<file path="src/rtl/useq_pkg.sv">
`timescale 1ns/1ps
package useq_pkg;
    parameter int UA_W = 7;
    parameter int IR_W = 16;
    localparam int NREG  = 4;
    localparam int RIX_W = 4;
    localparam int DRV_W = NREG + 5;
    localparam int LD_W  = NREG + 7;

    typedef logic [UA_W-1:0] uaddr_t;

    typedef enum logic [2:0] {
        BK_SEQ   = 3'd0,
        BK_DISP  = 3'd1,
        BK_IFNZ  = 3'd2,
        BK_ORIND = 3'd3,
        BK_JMP   = 3'd4
    } brk_e;

    // bus source codes
    localparam logic [3:0] S_NONE = 4'd0;
    localparam logic [3:0] S_PC   = 4'd1;
    localparam logic [3:0] S_MDR  = 4'd2;
    localparam logic [3:0] S_Z    = 4'd3;
    localparam logic [3:0] S_R0   = 4'd4;
    localparam logic [3:0] S_TMP  = 4'd8;
    localparam logic [3:0] S_OFF  = 4'd9;
    // primary load codes
    localparam logic [2:0] D_NONE = 3'd0;
    localparam logic [2:0] D_PC   = 3'd1;
    localparam logic [2:0] D_IR   = 3'd2;
    localparam logic [2:0] D_Z    = 3'd3;
    localparam logic [2:0] D_R0   = 3'd4;
    // auxiliary load codes
    localparam logic [2:0] X_NONE = 3'd0;
    localparam logic [2:0] X_MAR  = 3'd1;
    localparam logic [2:0] X_MDR  = 3'd2;
    localparam logic [2:0] X_TMP  = 3'd3;
    localparam logic [2:0] X_Y    = 3'd4;
    // alu and memory codes
    localparam logic [3:0] F_ADD  = 4'd0;
    localparam logic [3:0] F_SUB  = 4'd1;
    localparam logic [3:0] F_XOR  = 4'd15;
    localparam logic [1:0] M_NONE = 2'd0;
    localparam logic [1:0] M_RD   = 2'd1;
    localparam logic [1:0] M_WR   = 2'd2;
    // register remap
    localparam logic [1:0] RM_LIT = 2'd0;
    localparam logic [1:0] RM_SRC = 2'd1;
    localparam logic [1:0] RM_DST = 2'd2;
    // opcodes
    localparam logic [4:0] OP_ADDM = 5'd1;
    localparam logic [4:0] OP_BRN  = 5'd2;
    // fixed microaddresses
    localparam uaddr_t A_FETCH = 7'o000;
    localparam uaddr_t A_BRN   = 7'o025;
    localparam uaddr_t A_ADDM  = 7'o101;
    localparam uaddr_t A_DEREF = 7'o170;
    localparam uaddr_t A_SUM   = 7'o172;

    typedef struct packed {
        uaddr_t     tgt;
        brk_e       brk;
        logic [1:0] rmap;
        logic [3:0] src;
        logic [2:0] dst;
        logic [2:0] aux;
        logic [3:0] alu;
        logic [1:0] mem;
        logic       sel4;
        logic       wmfc;
        logic       fin;
    } uword_t;

    function automatic uword_t mk(input logic [3:0] s, input logic [2:0] d,
                                  input logic [2:0] a, input logic [3:0] f,
                                  input logic [1:0] m, input logic s4,
                                  input logic wt, input logic fn,
                                  input logic [1:0] rm, input brk_e bk,
                                  input uaddr_t t);
        uword_t w;
        w.tgt  = t;
        w.brk  = bk;
        w.rmap = rm;
        w.src  = s;
        w.dst  = d;
        w.aux  = a;
        w.alu  = f;
        w.mem  = m;
        w.sel4 = s4;
        w.wmfc = wt;
        w.fin  = fn;
        return w;
    endfunction
endpackage

</file>
<file path="src/rtl/useq_rom.sv">
`timescale 1ns/1ps
module useq_rom
    import useq_pkg::*;
(
    input  uaddr_t addr,
    output uword_t word
);
    always_comb begin
        // unprogrammed words only end the instruction
        word = mk(S_NONE, D_NONE, X_NONE, F_ADD, M_NONE, 1'b0, 1'b0, 1'b1, RM_LIT, BK_SEQ, '0);
        case (addr)
            7'o000: word = mk(S_PC,   D_Z,    X_MAR,  F_ADD, M_RD,   1'b1, 1'b0, 1'b0, RM_LIT, BK_SEQ,   '0);
            7'o001: word = mk(S_Z,    D_PC,   X_Y,    F_ADD, M_NONE, 1'b0, 1'b1, 1'b0, RM_LIT, BK_SEQ,   '0);
            7'o002: word = mk(S_MDR,  D_IR,   X_NONE, F_ADD, M_NONE, 1'b0, 1'b0, 1'b0, RM_LIT, BK_SEQ,   '0);
            7'o003: word = mk(S_NONE, D_NONE, X_NONE, F_ADD, M_NONE, 1'b0, 1'b0, 1'b0, RM_LIT, BK_DISP,  '0);
            7'o025: word = mk(S_NONE, D_NONE, X_NONE, F_ADD, M_NONE, 1'b0, 1'b0, 1'b0, RM_LIT, BK_IFNZ,  A_FETCH);
            7'o026: word = mk(S_OFF,  D_Z,    X_NONE, F_ADD, M_NONE, 1'b0, 1'b0, 1'b0, RM_LIT, BK_SEQ,   '0);
            7'o027: word = mk(S_Z,    D_PC,   X_NONE, F_ADD, M_NONE, 1'b0, 1'b0, 1'b1, RM_LIT, BK_SEQ,   '0);
            7'o101: word = mk(S_R0,   D_NONE, X_MAR,  F_ADD, M_RD,   1'b0, 1'b1, 1'b0, RM_SRC, BK_ORIND, A_DEREF);
            7'o111: word = mk(S_R0,   D_NONE, X_Y,    F_ADD, M_NONE, 1'b0, 1'b0, 1'b0, RM_SRC, BK_JMP,   A_SUM);
            7'o121: word = mk(S_R0,   D_Z,    X_MAR,  F_ADD, M_RD,   1'b1, 1'b0, 1'b0, RM_SRC, BK_SEQ,   '0);
            7'o122: word = mk(S_Z,    D_R0,   X_NONE, F_ADD, M_NONE, 1'b0, 1'b0, 1'b0, RM_SRC, BK_SEQ,   '0);
            7'o123: word = mk(S_NONE, D_NONE, X_NONE, F_ADD, M_NONE, 1'b0, 1'b1, 1'b0, RM_LIT, BK_ORIND, A_DEREF);
            7'o170: word = mk(S_MDR,  D_NONE, X_MAR,  F_ADD, M_RD,   1'b0, 1'b1, 1'b0, RM_LIT, BK_SEQ,   '0);
            7'o171: word = mk(S_MDR,  D_NONE, X_Y,    F_ADD, M_NONE, 1'b0, 1'b0, 1'b0, RM_LIT, BK_SEQ,   '0);
            7'o172: word = mk(S_R0,   D_Z,    X_NONE, F_ADD, M_NONE, 1'b0, 1'b0, 1'b0, RM_DST, BK_SEQ,   '0);
            7'o173: word = mk(S_Z,    D_R0,   X_NONE, F_ADD, M_NONE, 1'b0, 1'b0, 1'b1, RM_DST, BK_SEQ,   '0);
            default: ;
        endcase
    end
endmodule

</file>
<file path="src/rtl/useq_nextaddr.sv">
`timescale 1ns/1ps
module useq_nextaddr
    import useq_pkg::*;
(
    input  uaddr_t     upc_q,
    input  brk_e       brk,
    input  uaddr_t     tgt,
    input  logic       wmfc,
    input  logic       fin,
    input  logic       mfc,
    input  logic       flag_n,
    input  logic [4:0] opcode,
    input  logic [2:0] mode,
    output uaddr_t     nxt
);
    uaddr_t disp_a;
    uaddr_t seq_a;

    always_comb begin
        disp_a = A_FETCH;
        case (opcode)
            OP_ADDM: begin
                disp_a    = A_ADDM;
                disp_a[5] = disp_a[5] | mode[2];
                disp_a[4] = disp_a[4] | mode[1];
                disp_a[3] = disp_a[3] | ~(|mode);
            end
            OP_BRN:  disp_a = A_BRN;
            default: disp_a = A_FETCH;
        endcase
    end

    always_comb begin
        seq_a = upc_q + uaddr_t'(1);
        if (wmfc && !mfc) begin
            nxt = upc_q;
        end else if (fin) begin
            nxt = A_FETCH;
        end else begin
            case (brk)
                BK_DISP:  nxt = disp_a;
                BK_IFNZ:  nxt = flag_n ? seq_a : tgt;
                BK_ORIND: nxt = tgt | uaddr_t'(mode[0]);
                BK_JMP:   nxt = tgt;
                default:  nxt = seq_a;
            endcase
        end
    end
endmodule

</file>
<file path="src/rtl/useq_decode.sv">
`timescale 1ns/1ps
module useq_decode
    import useq_pkg::*;
(
    input  logic [3:0]       src,
    input  logic [2:0]       dst,
    input  logic [2:0]       aux,
    input  logic [3:0]       alu,
    input  logic [1:0]       mem,
    input  logic [1:0]       rmap,
    input  logic             sel4,
    input  logic             wmfc,
    input  logic             fin,
    input  logic [RIX_W-1:0] rsrc,
    input  logic [RIX_W-1:0] rdst,
    output logic [DRV_W-1:0] drv_oh,
    output logic [LD_W-1:0]  ld_oh,
    output logic [3:0]       alu_op,
    output logic             mem_rd,
    output logic             mem_wr,
    output logic             sel_four,
    output logic             wait_mfc,
    output logic             end_o
);
    logic             src_is_reg;
    logic             dst_is_reg;
    logic [RIX_W-1:0] src_ix;
    logic [RIX_W-1:0] dst_ix;

    always_comb begin
        src_is_reg = (src[3:2] == 2'b01);
        dst_is_reg = dst[2];
        case (rmap)
            RM_SRC: begin src_ix = rsrc; dst_ix = rsrc; end
            RM_DST: begin src_ix = rdst; dst_ix = rdst; end
            default: begin
                src_ix = RIX_W'(src[1:0]);
                dst_ix = RIX_W'(dst[1:0]);
            end
        endcase
    end

    always_comb begin
        drv_oh[0]      = (src == S_PC);
        drv_oh[1]      = (src == S_MDR);
        drv_oh[2]      = (src == S_Z);
        drv_oh[NREG+3] = (src == S_TMP);
        drv_oh[NREG+4] = (src == S_OFF);
        ld_oh[0]       = (dst == D_PC);
        ld_oh[1]       = (dst == D_IR);
        ld_oh[2]       = (dst == D_Z);
        ld_oh[NREG+3]  = (aux == X_MAR);
        ld_oh[NREG+4]  = (aux == X_MDR);
        ld_oh[NREG+5]  = (aux == X_TMP);
        ld_oh[NREG+6]  = (aux == X_Y);
    end

    for (genvar g = 0; g < NREG; g++) begin : g_reg
        assign drv_oh[3+g] = src_is_reg && (src_ix == RIX_W'(g));
        assign ld_oh[3+g]  = dst_is_reg && (dst_ix == RIX_W'(g));
    end

    assign alu_op   = alu;
    assign mem_rd   = (mem == M_RD);
    assign mem_wr   = (mem == M_WR);
    assign sel_four = sel4;
    assign wait_mfc = wmfc;
    assign end_o    = fin;
endmodule

</file>
<file path="src/rtl/useq_ctrl.sv">
`timescale 1ns/1ps
module useq_ctrl
    import useq_pkg::*;
(
    input  logic             clk,
    input  logic             rst_n,
    input  logic [IR_W-1:0]  ir,
    input  logic             mfc,
    input  logic             flag_n,
    output logic [UA_W-1:0]  upc,
    output logic [DRV_W-1:0] drv_oh,
    output logic [LD_W-1:0]  ld_oh,
    output logic [3:0]       alu_op,
    output logic             mem_rd,
    output logic             mem_wr,
    output logic             sel_four,
    output logic             wait_mfc,
    output logic             end_o
);
    typedef struct packed {
        uaddr_t upc;
    } seq_st_t;

    seq_st_t st_d, st_q;
    uword_t  cur_w;
    uaddr_t  nxt;

    useq_rom u_rom (
        .addr (st_q.upc),
        .word (cur_w)
    );

    useq_nextaddr u_nxt (
        .upc_q  (st_q.upc),
        .brk    (cur_w.brk),
        .tgt    (cur_w.tgt),
        .wmfc   (cur_w.wmfc),
        .fin    (cur_w.fin),
        .mfc    (mfc),
        .flag_n (flag_n),
        .opcode (ir[15:11]),
        .mode   (ir[10:8]),
        .nxt    (nxt)
    );

    useq_decode u_dec (
        .src      (cur_w.src),
        .dst      (cur_w.dst),
        .aux      (cur_w.aux),
        .alu      (cur_w.alu),
        .mem      (cur_w.mem),
        .rmap     (cur_w.rmap),
        .sel4     (cur_w.sel4),
        .wmfc     (cur_w.wmfc),
        .fin      (cur_w.fin),
        .rsrc     (ir[7:4]),
        .rdst     (ir[3:0]),
        .drv_oh   (drv_oh),
        .ld_oh    (ld_oh),
        .alu_op   (alu_op),
        .mem_rd   (mem_rd),
        .mem_wr   (mem_wr),
        .sel_four (sel_four),
        .wait_mfc (wait_mfc),
        .end_o    (end_o)
    );

    always_comb begin
        st_d     = st_q;
        st_d.upc = nxt;
    end

    always_ff @(posedge clk or negedge rst_n) begin
        if (!rst_n) st_q <= '0;
        else        st_q <= st_d;
    end

    assign upc = st_q.upc;


    stall_hold_chk: assert property (@(posedge clk) disable iff (!rst_n)
        (wait_mfc && !mfc) |=> ($stable(upc) && $stable(drv_oh) && $stable(ld_oh)));


    end_return_chk: assert property (@(posedge clk) disable iff (!rst_n)
        (end_o && !(wait_mfc && !mfc)) |=> (upc == A_FETCH));


    fetch_order_chk: assert property (@(posedge clk) disable iff (!rst_n)
        (upc == A_FETCH) |=> (upc == uaddr_t'(1)));


    brn_skip_chk: assert property (@(posedge clk) disable iff (!rst_n)
        (upc == A_BRN && !flag_n) |=> (upc == A_FETCH));


    deref_branch_chk: assert property (@(posedge clk) disable iff (!rst_n)
        (upc == 7'o123 && mfc) |=>
        (upc[UA_W-1:1] == A_DEREF[UA_W-1:1] && upc[0] == $past(ir[8])));


    one_driver_chk: assert property (@(posedge clk) disable iff (!rst_n)
        $onehot0(drv_oh));
endmodule

</file>
<file path="config.mk">
export PLATFORM = sky130hd
export DESIGN_NAME = useq_ctrl
export DESIGN_NICKNAME = d
export VERILOG_FILES = /design/src/rtl/useq_pkg.sv /design/src/rtl/useq_rom.sv /design/src/rtl/useq_nextaddr.sv /design/src/rtl/useq_decode.sv /design/src/rtl/useq_ctrl.sv
export SDC_FILE = /design/constraint.sdc
export NUM_CORES = 1
export LEC_CHECK = 0
export BUFFER_PORTS_ARGS = -buffer_cell sky130_fd_sc_hd__buf_2
export CORE_MARGIN = 3
export CORE_UTILIZATION = 35
export DETAILED_ROUTE_END_ITERATION = 12
export GPL_TIMING_DRIVEN = 1
export PLACE_DENSITY = 0.59
export SYNTH_ARGS = -nofsm -noshare
export SYNTH_HDL_FRONTEND = slang
export SYNTH_SLANG_ARGS = --single-unit
</file>
<file path="constraint.sdc">
create_clock -name clk -period 3.1 [get_ports clk]
set_clock_uncertainty 0.05 [all_clocks]
set_input_delay 0.155 -clock clk [delete_from_list [all_inputs] [get_ports clk]]
set_output_delay 0.155 -clock clk [all_outputs]
set_load 0.1 [all_outputs]
</file>
==> results of run 1 <==
cell type report:
type / count / area (um^2)
Multi-Input combinational cell: 150 / 1240
Inverter: 8 / 32.5
Timing Repair Buffer: 60 / 504
Clock buffer: 4 / 26.3
Tap cell: 46 / 57.6
Sequential cell: 7 / 196
Fill cell: 312 / 1330
critical path, stage by stage, from the launching register on:
cell and delay (ns):
dfrtp_4 0.49, inv_4 0.08, ha_4 0.12, or4b_4 0.48
o21ai_4 0.19, buf_6 0.12, ha_4 0.21, buf_4 0.15
a221oi_4 0.22, a21oi_2 0.12, nor4_4 0.30, buf_12 0.22
how the worst max path moves through the flow:
stage / start / endpoint / slack, ns / cells past startpoint
finish: upc[0]$_DFFE_PN0N_ / drv_oh[5] / -0.04 / 11
global route: upc[0]$_DFFE_PN0N_ / drv_oh[3] / -0.18 / 11
CTS: upc[0]$_DFFE_PN0N_ / drv_oh[3] / -0.02 / 10
detailed placement: upc[0]$_DFFE_PN0N_ / ld_oh[6] / 0.25 / 10
global placement: upc[0]$_DFFE_PN0N_ / drv_oh[3] / 0.30 / 9
floorplan: upc[0]$_DFFE_PN0N_ / drv_oh[3] / -0.39 / 9
routing by layer:
layer  up-vias  wire (um)  GRT usage, %
met3         2        260          2.89
met2        63       2050          32.8
met5         -          0             0
met1       706       1660          22.7
met4         0         24          3.81
li1        742          -             -
cell usage after synthesis, types with 2 or more instances:
cell / number / area share, %
nor2_1: 17 / 5.1
nand2_1: 14 / 4.2
a21oi_1: 9 / 3.6
buf_4: 9 / 5.4
nand3_1: 9 / 3.6
and3_1: 8 / 4.0
inv_1: 8 / 2.4
o21ai_0: 8 / 3.2
dfrtp_1: 7 / 14
ha_1: 6 / 6.0
nor2b_1: 6 / 3.0
nor4_1: 6 / 3.0
a21o_1: 4 / 2.4
buf_2: 4 / 1.6
or2_2: 4 / 2.0
a221oi_1: 3 / 2.1
a31oi_1: 3 / 1.5
and2_1: 3 / 1.5
nor4b_1: 3 / 2.1
o31ai_1: 3 / 1.8
xnor2_1: 3 / 2.1
a22o_1: 2 / 1.4
a32o_1: 2 / 1.6
and3b_1: 2 / 1.4
nor3_1: 2 / 0.80
nor4b_2: 2 / 2.4
o21bai_1: 2 / 1.2
or3_1: 2 / 0.99
stage by stage:
step,instances,instance area (um^2),setup WS (ns),TNS (ns)
6_report,275,2060,-0.0431,-0.101
5_1_grt,275,2060,-0.182,-0.792
2_1_floorplan,180,1500,-0.388,-1.69
3_5_place_dp,263,1900,0.246,0
4_1_cts,269,1970,-0.0236,-0.0236
3_3_place_gp,263,1900,0.304,0
kinds of logic after synthesis:
logic type / share of synthesized area [%]
other cells: 0.298
buf+inv: 10.5
simple gates: 42.0
compound gates: 23.7
flops: 13.9
fa+ha+maj: 5.97
xor+xnor: 2.79
mux: 0.796
timing repair:
action                                 CTS  global route
endpoints found under the hold margin    7             0
gates cloned                             0             0
pin swaps                                3             6
hold buffers                             1             0
setup endpoints to repair                7             8
buffers inserted                         1             6
gates resized for setup                  4             8
==> results_dict.tcl, run 1 <==
set metrics [dict create \
    path_clk_slew_ns 0.05 \
    drtIter0Drc 85 \
    drc 0 \
    rr_endpoint "upc[6]$_DFFE_PN0N_" \
    status "finished with violations" \
    synth_area_per_cell_um2 7.27 \
    ys_ff_latch 7 \
    portBuffers 47 \
    fmax_ghz 0.318 \
    grt_max_degree 18 \
    initial_core_util_pct 37.1 \
    fp.dieArea_um2 4350 \
    die_w_um 65.9 \
    dpl.hpwl_um 3220 \
    die_h_um 65.9 \
    antenna_found_initial 0 \
    mostFrequentLayoutCells "buf_2, nand2_1, buf_12, buf_4, nor2_1" \
    worst_slew_pin_slew_ns 0.656 \
    cts_tree "built" \
    finalSetupViolations 4 \
    largest_register_ff_count 7 \
    clockRootBuffer "clkbuf_4" \
    synth_warnings 0 \
    nets 256 \
    final_common_cell "buf_2" \
    drt-pass1-iter-count 4 \
    violations "setup timing" \
    grt_pass1_vias 1432 \
    clock-sinks 7 \
    netlist_instances 173 \
    track_usage_pct 18.2 \
    core_area_um2 3390 \
    critPathArrivalTime_ns 2.94 \
    cap_violations 0 \
    rsz0062_at_grt "true" \
    gp_congestion 0.871 \
    num_vias 1513 \
    end_kind "output pin" \
    fin_ws_ns -0.0431 \
    layout_min_cycle_time_ns 3.14 \
    ys_seq_area_share_pct 13.9 \
    hold_viol 0 \
    fin_util_pct 60.7 \
    io_pins 56 \
    n_antenna_cell 0 \
    period_share_pct 101 \
    clock_latency_ns 0.24 \
    synthArstFlopShare_pct 100 \
    critPathMaxFanout 5 \
    vias_per_cell 5.50 \
    syn_to_final_growth_pct 63.7 \
    cts_inserted_buffers 3 \
    hold_slack_ns 0.214 \
    syn-cell-area_um2 1260 \
    ant_nets 0 \
    hold_path.class "primary input to async pin" \
    rrSetupSlack_ns 0.34 \
    rows 21 \
    required_ns 2.89 \
    reg2reg_from "upc[0]$_DFFE_PN0N_" \
    cts_buffer_depth 2 \
    cp-start-kind "register" \
    drt-wirelength-per-cell_um 14.5 \
    gr-total-overflow 0 \
    path_class "register to output pin" \
    yosysUniqueCellTypes 50 \
    rr_worst_depth 9 \
    drv_slew 0 \
    final_layout_size_suffix_gt1_share_pct 52.0 \
    wirelength_um 4000 \
    ys.flop_type "dfrtp_1" \
    grt_pass1_wl_um 6400 \
    synth_edf_count 0 \
    cts_max_level 1 \
    max_slew_margin_pct 56.0 \
]
Power of run 1 is left out: the tool's default activity adds up to more than one toggle a clock period on the data nets, which glitch-free logic cannot reach.
==> run 2: changes to the inputs <==
--- a/config.mk
+++ b/config.mk
@@ -6,11 +6,13 @@
 export NUM_CORES = 1
 export LEC_CHECK = 0
 export BUFFER_PORTS_ARGS = -buffer_cell sky130_fd_sc_hd__buf_2
+export CELL_PAD_IN_SITES_DETAIL_PLACEMENT = 0
+export CELL_PAD_IN_SITES_GLOBAL_PLACEMENT = 1
 export CORE_MARGIN = 3
-export CORE_UTILIZATION = 35
+export CORE_UTILIZATION = 33
 export DETAILED_ROUTE_END_ITERATION = 12
 export GPL_TIMING_DRIVEN = 1
-export PLACE_DENSITY = 0.59
+export PLACE_DENSITY = 0.78
 export SYNTH_ARGS = -nofsm -noshare
 export SYNTH_HDL_FRONTEND = slang
 export SYNTH_SLANG_ARGS = --single-unit
==> results_dict.tcl, run 2 (synthesized netlist as in run 1, its figures left out) <==
set metrics [dict create \
    fillers 301 \
    mostFrequentLayoutCells "buf_2, nand2_1, buf_4" \
    path_clk_slew_ns 0.04 \
    preCtsSetupSlack_ns 0.184 \
    cts_buffer_depth 2 \
    holdPathEnd "upc[0]$_DFFE_PN0N_" \
    syn_to_final_growth_pct 68.6 \
    hp-start "ir[8]" \
    die_h_um 67.7 \
    gr-total-overflow 0 \
    rr_worst_depth 6 \
    clock-sinks 7 \
    status "finished, final reports clean" \
    layout_min_cycle_time_ns 3.09 \
    cts_max_level 1 \
    hold_viol 0 \
    grt_max_degree 18 \
    num_vias 1581 \
    finalSetupViolations 0 \
    ant_nets 0 \
    max_slew_margin_pct 50.6 \
    critPathMostFrequentCell "ha_4" \
    grt_pass1_vias 1470 \
    vias_per_cell 5.67 \
    drt-wirelength-per-cell_um 16.1 \
    die_w_um 67.7 \
    hold_path.class "primary input to register" \
    reg2reg_from "upc[2]$_DFFE_PN0N_" \
    cp-start-kind "register" \
    drt-pass1-iter-count 4 \
    grt_pass1_wl_um 6880 \
    critPathMaxFanout 5 \
    track_usage_pct 19.8 \
    initial_core_util_pct 36.0 \
    drtIter0Drc 139 \
    largest_register_ff_count 7 \
    cts_tree "built" \
    fp.dieArea_um2 4590 \
    hold_path_depth 4 \
    end_kind "output pin" \
    rsz0062_at_grt "true" \
    critPathArrivalTime_ns 2.89 \
    cp_slowest_cell "dfrtp_4" \
    io_pins 56 \
    cap_violations 0 \
    drc 0 \
    fin_util_pct 60.7 \
    dpl.hpwl_um 3280 \
    worst_slew_pin_slew_ns 0.730 \
    path_class "register to output pin" \
    rrSetupSlack_ns 0.34 \
    clockRootBuffer "clkbuf_8" \
    cts_inserted_buffers 3 \
    n_antenna_cell 0 \
    crit_chain "inv_4 -> ha_4 -> or4b_4 -> o21ai_4 -> buf_6 -> ha_4 -> a221oi_4 -> a21oi_4 -> nor4_4 -> buf_12" \
    wirelength_um 4510 \
    clock_latency_ns 0.23 \
    drv_slew 0 \
    portBuffers 47 \
    rr_endpoint "upc[3]$_DFFE_PN0N_" \
    max_stage_delay_ns 0.50 \
    seq_area_um2 196 \
    required_ns 2.89 \
    core_area_um2 3490 \
    fin_ws_ns 0.00887 \
    rows 21 \
    final_common_cell "buf_2" \
    gp_congestion 0.849 \
    fmax_ghz 0.324 \
    antenna_found_initial 0 \
    nets 260 \
    multiInputGateArea_um2 1270 \
    period_share_pct 99.7 \
    final_cell_area_um2 2120 \
    dpl_cell_area_um2 1870 \
    final_layout_size_suffix_gt1_share_pct 54.1 \
]
## run 2: cell types whose count changed in the layout (fill, tap and decap cells not counted), sizes merged
cell    delta
clkbuf     -1
clkinv     +1
buf        +4
## run 2: through the flow
stage                     instances   TNS, ns  hold WS [ns]
after floorplan                 180     -1.69        -0.191
after global placement          263         0       -0.0603
after detailed placement        263         0       -0.0579
after CTS                       276  -0.00494         0.218
after global routing            279    -0.376         0.248
final                           279         0         0.231
## run 2: metal layers
layer,wire length (um),GRT usage [%],vias up
met5,0,0,-
met4,76,6.33,0
met3,331,3.49,11
met2,2160,31.5,76
met1,1940,26.7,749
li1,-,-,745
## run 2: how the worst max path moves through the flow
stage | from | end | slack, ns | cells after the start
after global placement | upc[0]$_DFFE_PN0N_ | drv_oh[3] | 0.23 | 9
after CTS | upc[0]$_DFFE_PN0N_ | drv_oh[3] | -0.005 | 11
final | upc[0]$_DFFE_PN0N_ | drv_oh[5] | 0.009 | 10
after detailed placement | upc[0]$_DFFE_PN0N_ | drv_oh[6] | 0.18 | 10
after floorplan | upc[0]$_DFFE_PN0N_ | drv_oh[3] | -0.39 | 9
after global routing | upc[0]$_DFFE_PN0N_ | drv_oh[3] | -0.10 | 11
## run 2: critical path, delay by kind of cell, from the launching register on
kind                       cells  cell delay (ns)
AOI/OAI and AO/OA              3             0.59
adders and majority gates      2             0.33
buffers and inverters          3             0.41
DFF                            1             0.50
and+or+nand+nor                2             0.82
## run 2: final cells by class
cell class | count | share of cell area, %
Multi-Input combinational cell | 150 | 60.0
Timing Repair Buffer | 64 | 24.3
Sequential cell | 7 | 9.27
Tap cell | 46 | 2.72
Clock buffer | 3 | 1.95
Inverter | 8 | 1.53
Clock inverter | 1 | 0.236
## run 2: what timing repair did
action,4_1_cts,5_1_grt
hold endpoints to repair,7,0
pin swaps,5,3
resized for setup,11,11
hold buffers,1,0
endpoints found under the setup margin,7,9
setup buffers,8,3
Power of run 2 is left out for the same reason.
==> run 3: changes to the inputs <==
--- a/config.mk
+++ b/config.mk
@@ -8,7 +8,6 @@
 export BUFFER_PORTS_ARGS = -buffer_cell sky130_fd_sc_hd__buf_2
 export CELL_PAD_IN_SITES_DETAIL_PLACEMENT = 0
 export CELL_PAD_IN_SITES_GLOBAL_PLACEMENT = 1
-export CORE_MARGIN = 3
 export CORE_UTILIZATION = 33
 export DETAILED_ROUTE_END_ITERATION = 12
 export GPL_TIMING_DRIVEN = 1
==> results_dict.tcl, run 3 (synthesized netlist as in run 1, its figures left out) <==
set metrics [dict create \
    cts_max_level 1 \
    rows 22 \
    cts_tree "built" \
    clock-sinks 7 \
    worst_slew_pin_slew_ns 0.768 \
    drt-wirelength-per-cell_um 14.8 \
    cp-start-kind "register" \
    gr-total-overflow 0 \
    final_cell_area_um2 2070 \
    grt_max_degree 18 \
    crit_path_end "drv_oh[3]" \
    fillers 345 \
    met3_usage_pct 2.14 \
    rr_worst_depth 8 \
    n_antenna_cell 0 \
    hold_viol 0 \
    vias_per_cell 5.53 \
    critPathMaxFanout 4 \
    ant_nets 0 \
    initial_core_util_pct 34.3 \
    rr_endpoint "upc[1]$_DFFE_PN0N_" \
    cts_inserted_buffers 3 \
    drt-pass1-iter-count 4 \
    crit_path_start "upc[0]$_DFFE_PN0N_" \
    drtIter0Drc 58 \
    portBuffers 47 \
    hold_path.class "primary input to register" \
    met2_usage_pct 38.7 \
    largest_register_ff_count 7 \
    status "finished, final reports clean" \
    path_class "register to output pin" \
    drv_slew 0 \
    antenna_found_initial 0 \
    fmax_ghz 0.327 \
    mostFrequentLayoutCells "buf_2, nand2_1, buf_12" \
    io_pins 56 \
    cts_buffer_depth 2 \
    rrSetupSlack_ns 0.44 \
    die_w_um 63.7 \
    layout_min_cycle_time_ns 3.06 \
    dpl_cell_area_um2 1880 \
    max_slew_margin_pct 48.6 \
    final_common_cell "buf_2" \
    grt_pass1_wl_um 6530 \
    grtUsageMet1_pct 22.1 \
    finalSetupViolations 0 \
    reg2reg_from "upc[1]$_DFFE_PN0N_" \
    core_area_um2 3660 \
    end_kind "output pin" \
    path_clk_slew_ns 0.04 \
    track_usage_pct 20.1 \
    rsz0062_at_grt "true" \
    gp_congestion 0.858 \
    syn_to_final_growth_pct 64.9 \
    num_vias 1520 \
    required_ns 2.89 \
    final_layout_size_suffix_gt1_share_pct 52.4 \
    fp.dieArea_um2 4060 \
    dpl.hpwl_um 3230 \
    busiest_layer "met2" \
    critPathArrivalTime_ns 2.86 \
    cap_violations 0 \
    nets 254 \
    clockRootBuffer "clkbuf_8" \
    die_h_um 63.7 \
    wirelength_um 4070 \
    period_share_pct 98.8 \
    drc 0 \
    clock_latency_ns 0.22 \
    grt_pass1_vias 1454 \
]
==> run 3: worst min path at each step <==
| stage | startpoint | endpoint | slack [ns] | depth (start not counted) |
|---|---|---|---|---|
| after CTS | ir[8] | upc[0]$_DFFE_PN0N_ | 0.23 | 4 |
| after global placement | rst_n | upc[4]$_DFFE_PN0N_ | -0.06 | 1 |
| after global routing | rst_n | upc[4]$_DFFE_PN0N_ | 0.27 | 2 |
| after floorplan | rst_n | upc[3]$_DFFE_PN0N_ | -0.19 | 0 |
| final | ir[8] | upc[0]$_DFFE_PN0N_ | 0.23 | 4 |
| after detailed placement | rst_n | upc[4]$_DFFE_PN0N_ | -0.06 | 1 |
==> run 3: layer usage <==
| layer | wire [um] | share of wire [%] | vias up |
|---|---|---|---|
| li1 | - | - | 734 |
| met1 | 1620 | 40 | 716 |
| met2 | 2190 | 54 | 60 |
| met3 | 170 | 4.2 | 10 |
| met4 | 95 | 2.3 | 0 |
| met5 | 0 | 0 | - |
==> run 3: critical path, cell delays in order, from the launching register on <==
cell and delay [ns]:
dfrtp_4 0.50, inv_4 0.07, ha_4 0.13, or4b_4 0.48, o21ai_4 0.18, inv_2 0.06
ha_4 0.18, a221oi_4 0.28, o21bai_4 0.18, inv_2 0.07, nor4_4 0.29, buf_12 0.22
==> run 3: area by class of cell <==
cell class / instances / area (um^2) / share of cell area (%)
sequential: 7 / 196 / 9.47
tap: 48 / 60.1 / 2.90
clock buffer: 4 / 45.0 / 2.17
inverter: 8 / 32.5 / 1.57
multi-input combinational: 150 / 1250 / 60.5
timing repair buffer: 58 / 485 / 23.4
==> run 3: what timing repair did <==
item	CTS	global route
endpoints found under the hold margin	7	0
resized for setup	6	8
buffers inserted	6	1
setup endpoints to repair	1	8
hold buffers	1	0
pin swaps	5	3
==> run 3: metrics by stage <==
stage	TNS, ns	setup slack [ns]	cells	utilization [%]	hold slack (ns)
finish	0	0.0376	275	56.6	0.230
global route	-0.0777	-0.0367	275	56.6	0.271
CTS	0	0.00678	274	55.3	0.228
detailed placement	0	0.226	263	51.5	-0.0556
global placement	0	0.302	263	51.5	-0.0569
floorplan	-1.69	-0.388	180	-	-0.191
Power of run 3 is left out for the same reason.
